File: src/rtl/prio_slice8_pkg.sv
package prio_slice8_pkg;
  localparam int SLICE_W = 8;
  localparam int NIB_W   = 4;
  localparam int NUM_NIB = SLICE_W / NIB_W;

  // One strobe per nibble: 1 means a higher-priority source already claimed the grant
  typedef struct packed {
    logic [NUM_NIB-1:0] nibBlock;
  } nibStrobes_t;
endpackage

File: src/rtl/prio_slice8_ctrl.sv
module prio_slice8_ctrl
  import prio_slice8_pkg::*;
(
  input  logic [SLICE_W-1:0] dataIn,
  input  logic               laIn,
  output nibStrobes_t        strobes,
  output logic               laOut
);
  logic [NUM_NIB-1:0] nibAny;
  logic [NUM_NIB:0]   laChain;

  // Each nibble reduces its own data bits in parallel
  for (genvar n = 0; n < NUM_NIB; n++) begin : g_nibAny
    assign nibAny[n] = |dataIn[n*NIB_W +: NIB_W];
  end

  // The lookahead into each nibble is the incoming lookahead ORed with every nibble below it
  assign laChain[0] = laIn;
  for (genvar n = 0; n < NUM_NIB; n++) begin : g_chain
    assign laChain[n+1] = laChain[n] | nibAny[n];
  end

  assign strobes.nibBlock = laChain[NUM_NIB-1:0];
  assign laOut            = laChain[NUM_NIB];
endmodule

File: src/rtl/prio_slice8_dp.sv
module prio_slice8_dp
  import prio_slice8_pkg::*;
(
  input  logic [SLICE_W-1:0] dataIn,
  input  nibStrobes_t        strobes,
  output logic [SLICE_W-1:0] grant
);
  for (genvar n = 0; n < NUM_NIB; n++) begin : g_nib
    logic [NIB_W-1:0] nibData;
    assign nibData = dataIn[n*NIB_W +: NIB_W];
    for (genvar b = 0; b < NIB_W; b++) begin : g_bit
      // Bits below b inside this nibble
      localparam logic [NIB_W-1:0] LowerMask = NIB_W'((1 << b) - 1);
      assign grant[n*NIB_W + b] = nibData[b] & ~strobes.nibBlock[n]
                                  & ~(|(nibData & LowerMask));
    end
  end
endmodule

File: src/rtl/prio_slice8.sv
module prio_slice8
  import prio_slice8_pkg::*;
(
  input  logic               clk,
  input  logic               rstN,
  input  logic [SLICE_W-1:0] dataIn,
  input  logic               laIn,
  output logic [SLICE_W-1:0] grantOut,
  output logic               laOut
);
  nibStrobes_t        strobes;
  logic [SLICE_W-1:0] grantComb;
  logic               laOutComb;

  prio_slice8_ctrl u_ctrl (
    .dataIn  (dataIn),
    .laIn    (laIn),
    .strobes (strobes),
    .laOut   (laOutComb)
  );

  prio_slice8_dp u_dp (
    .dataIn  (dataIn),
    .strobes (strobes),
    .grant   (grantComb)
  );

  always_ff @(posedge clk or negedge rstN) begin
    if (!rstN) begin
      grantOut <= '0;
      laOut    <= 1'b0;
    end else begin
      grantOut <= grantComb;
      laOut    <= laOutComb;
    end
  end
endmodule

File: config.mk
export PLATFORM = sky130hd
export DESIGN_NAME = prio_slice8
export DESIGN_NICKNAME = d
export VERILOG_FILES = /design/src/rtl/prio_slice8_pkg.sv /design/src/rtl/prio_slice8_ctrl.sv /design/src/rtl/prio_slice8_dp.sv /design/src/rtl/prio_slice8.sv
export SDC_FILE = /design/constraint.sdc
export NUM_CORES = 1
export LEC_CHECK = 0
export CAP_MARGIN = 20
export CORE_AREA = 2 2 39 41
export CTS_BUF_LIST = sky130_fd_sc_hd__clkbuf_4
export CTS_CLUSTER_DIAMETER = 80
export CTS_CLUSTER_SIZE = 30
export DETAILED_ROUTE_END_ITERATION = 8
export DIE_AREA = 0 0 41 43
export SLEW_MARGIN = 20
export SYNTH_ARGS = -nofsm -noshare
export SYNTH_HDL_FRONTEND = slang
export SYNTH_SLANG_ARGS = --single-unit
File: constraint.sdc
create_clock -name clk -period 1.12 [get_ports clk]
set_input_delay 0.224 -clock clk [delete_from_list [all_inputs] [get_ports clk]]
set_output_delay 0.224 -clock clk [all_outputs]
set_load 0.02 [all_outputs]
Yosys cells after proc, flatten, opt, wreduce, memory -nomap -nowiden --
Cells that the tools add are included.
Word-level totals: memories 0, logic and storage cells 32, ROM bits 0, bits in latches 0, register bits after elaboration 9, memory bits (writable) 0, output and inout bits 9
Cells by class: reduce and logical (&&, ||, !) cells 6, bitwise logic cells 24, $mul 0, equality and inequality tests 0, multiplexer cells 0, divide/modulo/power cells 0, add/subtract/negate cells 0, magnitude comparators 0, shifts and indexed selects 0
Operators by type and width (count):
- AND 1 bit | 14
- inverter 1 bit | 8
- OR reduction 4 bit | 2
- OR reduction 3 bit | 2
- OR reduction 2 bit | 2
- bitwise OR 1 bit | 2

Logic depth before layout (Yosys ltp) --
depth in word-level cells 5, gate-level depth with buffers 3, gate-level depth less buffers 2

Hierarchy --
Synthesis repeated with hierarchy kept, for this count alone.
Second synthesis, totals: cells, all modules 25, area, all modules 362.8 um2
Modules (own cells, without submodules):
- prio_slice8 | instances 1, area an instance 225.2 um2, cells each 9
- prio_slice8_dp | instances 1, area an instance 100.1 um2, cells each 10
- prio_slice8_ctrl | instances 1, area an instance 37.5 um2, cells each 6

Worst setup path before layout --
OpenSTA, ideal clock, no wires.
path kind input-to-reg, start point input port dataIn[0], end point register laOut, setup slack -0.348 ns, stages 3, required time 0.982 ns, path buffers 1, arrival 1.330 ns, path through or4_1 buf_2 or4_4
Between the ends: longest elaborated chain between the ends 3
RTL lines:
- from (decl) | RTL line prio_slice8.sv:6 | input logic [SLICE_W-1:0] dataIn,
- OR reduction 4 bit | RTL line prio_slice8_ctrl.sv:14 | assign nibAny[n] = |dataIn[n*NIB_W +: NIB_W];
- bitwise OR 1 bit (2 in series) | RTL line prio_slice8_ctrl.sv:20 | assign laChain[n+1] = laChain[n] | nibAny[n];
- via laOutComb | RTL line prio_slice8.sv:13 | logic laOutComb;
- to (signal assigned) | RTL line prio_slice8.sv:34 | laOut <= laOutComb;
- to (decl) | RTL line prio_slice8.sv:9 | output logic laOut
The timed path passes the listed nets, and every way through them passes these cells.

Final worst setup path --
Ends and elaborated chain as after synthesis.

==> results.py <==
metrics = {
    "pwr": {
        "pwr_density_cell_nw_per_um2": 1194,
        "p_int_uw": 539.3,
        "p_clk_share_pct": 39.0,
        "combinationalPowerShare_pct": 12.4,
        "p_total_uw": 684.2,
        "netSwitchingPower_uw": 144.9,
        "leakage_uw": 0.0002793,
        "p_seq_share_pct": 48.5,
        "sw_frac_of_total_pct": 21.18,
        "vdd_drop_max_mv": 0.4945,
    },
    "routing": {
        "drcViolationCount": 0,
        "postRouteAntennaNets": 0,
        "dr.pass1.iters": 2,
        "num_vias": 287,
        "drt_iter0_markers": 1,
        "wl_um": 821,
        "vias_per_cell": 4.284,
        "avgRoutedWirePerCell_um": 12.25,
    },
    "global_route": {
        "grt_pass1_vias": 326,
        "antenna_found_initial": 0,
        "grt_start_max_net_pins": 10,
        "grt_pass1_wl_mm": 1.359,
        "grt_usage_pct": 11.88,
        "grt_overflow": 0,
    },
    "cts": {
        "clock_sinks": 9,
        "h-tree-depth": 1,
        "cts-root-buf": "clkbuf_4",
        "ctsHoldBuffers": 0,
        "clk_pin_slew_worst_paths_ps": 60,
        "cts.path.max_buffers": 2,
        "cts-buffers-inserted": 3,
        "cts_tree": "yes",
    },
    "critical_path": {
        "arrival_ps": 1260,
        "critPathSlowestCell": "or4_4",
        "critPathMostFrequentCell": "or4_4",
        "critical_path_required_ps": 1250,
        "critical_path_class": "in -> reg",
        "max_stage_delay_ps": 520,
        "startpoint_type": "primary input",
        "crit_path_cell_trace": "buf_8 > or4_4 > or4_4",
        "crit_path_end_kind": "register",
        "path_max_fanout": 4,
    },
    "run": {
        "cap_viol_max_count": 0,
    },
    "sta": {
        "setup_ws_ps": -11.47,
        "fin_crit_sh_pct": 101.0,
        "post-route-min-period_ps": 1131,
        "rsz0062_at_grt": "yes",
        "drv_slew": 0,
        "worstMarginPinSlew_ps": 398.6,
        "setup_viol_count_final": 1,
        "slew_headroom_pct": 73.35,
        "hold_viol": 0,
        "max_freq_mhz": 883.8,
    },
    "logic_synthesis": {
        "netlist_area_um2": 319.1,
        "yosys_warnings": 0,
        "synth_cell_types": 11,
        "syn_inst": 23,
        "ys_ff_latch": 9,
        "syn_nets": 34,
        "seq_area_frac_synth_pct": 70.59,
        "postSynthAreaPerCell_um2": 13.87,
    },
    "floorplanning": {
        "io_pins": 20,
        "dieArea_um2": 1763,
        "chipWidth_um": 41,
        "initial_core_util_pct": 23.06,
        "core_um2": 1384,
        "fp.dieH_um": 43,
        "rows": 14,
    },
    "min_path": {
        "whs_path_depth": 2,
        "hold_start": "dataIn[0]",
        "hold_end": "grantOut[1]",
        "hp-class": "in -> reg",
    },
    "placed_design": {
        "numPortBuffers": 19,
        "hpwl_um": 613.6,
        "pre_cts_ws_ps": -731.1,
        "globalplace.congestion": 0.5945,
        "placed_area_um2": 565.5,
    },
    "layout": {
        "drive_gt1_share_pct": 56.86,
        "final_cell_area_um2": 573.1,
        "final_core_util_pct": 41.41,
        "antennaDiodeCount": 0,
        "area_growth_pct": 79.61,
        "fin_nets": 63,
        "multiInputGateArea_um2": 102.6,
        "nFillCells": 142,
        "seqCellArea_um2": 225.2,
    },
    "run_status": {
        "run_status": "finished with violations",
        "violations": "setup timing",
    },
}
==> kinds of logic after synthesis <==
| logic type | after synthesis | share of synthesized area (%) |
|---|---|---|
| buf+inv | 3 | 3.921 |
| flops | 9 | 70.59 |
| simple gates | 11 | 25.49 |
==> layer usage <==
layer	vias to the layer above	global-route usage, %	share of wire, %
met4	0	8.000	0
met5	-	0	0
met2	20	17.81	45
met1	131	12.33	37
met3	0	5.759	17
li1	136	-	-
==> sequential cells by signal (all words and copies together) (netlist names) <==
signal and flops:
grantOut 8, laOut 1
==> synth_stat cells <==
cell type  n  share of area, %
dfrtp_1    9                71
nor4b_1    3               8.2
or3_1      1               2.0
nor3_1     1               1.6
nor2b_1    1               2.0
buf_2      1               1.6
inv_1      2               2.4
nor2_1     1               1.2
or4_4      1               3.5
or4_1      1               2.4
nor3b_1    2               4.7
==> timing repair <==
item / in CTS / in global routing
resized for setup: 53 / 9
setup endpoints to repair: 15 / 8
buffers inserted: 1 / 0
pin swaps: 3 / 1
==> through the flow <==
stage / cells / setup TNS, ps / hold slack, ps
after CTS: 67 / -4.988 / 119.4
after global routing: 67 / -14.29 / 106.4
after global placement: 62 / -3576 / 544.1
final: 67 / -11.47 / 121.2
after floorplan: 23 / -498.4 / -71.59
after detailed placement: 62 / -3814 / 550.1
==> how the worst max path moves through the flow <==
stage,to,start
after floorplan,laOut,dataIn[0]
after global placement,laOut,dataIn[0]
after detailed placement,laOut,dataIn[0]
after CTS,laOut,dataIn[0]
after global routing,laOut,dataIn[0]
final,laOut,dataIn[0]
==> area by class of cell <==
class / count / area share, %
inverter: 2 / 1.310
sequential: 9 / 39.30
tap: 16 / 3.493
timing repair buffer: 25 / 32.75
multi-input combinational: 11 / 17.90
clock buffer: 4 / 5.240
==> worst max-delay path: cells and delay by family <==
| kind | cells | cell delay, ps |
|---|---|---|
| buf+inv | 1 | 100 |
| simple gates | 2 | 930 |
==> cells in the final DEF, fill, tap and decap left out, types with 2 or more instances in the layout <==
cell / count
buf_2: 10
inv_1: 2
clkbuf_4: 4
clkdlybuf4s15_2: 2
clkdlybuf4s15_1: 2
or4_4: 2
nor3b_1: 2
buf_4: 6
clkdlybuf4s50_1: 3
nor4b_2: 2
dfrtp_1: 9
==> power groups by stage <==
stage	logic, uW	registers [uW]	clock network [uW]
after floorplan	13.3	345	0
after global placement	90.9	338	0
after detailed placement	91.3	338	0
after CTS	88.7	332	276
after global routing	91.9	332	300
final	84.9	332	267
No activity file was read; power rests on OpenSTA's default activity.
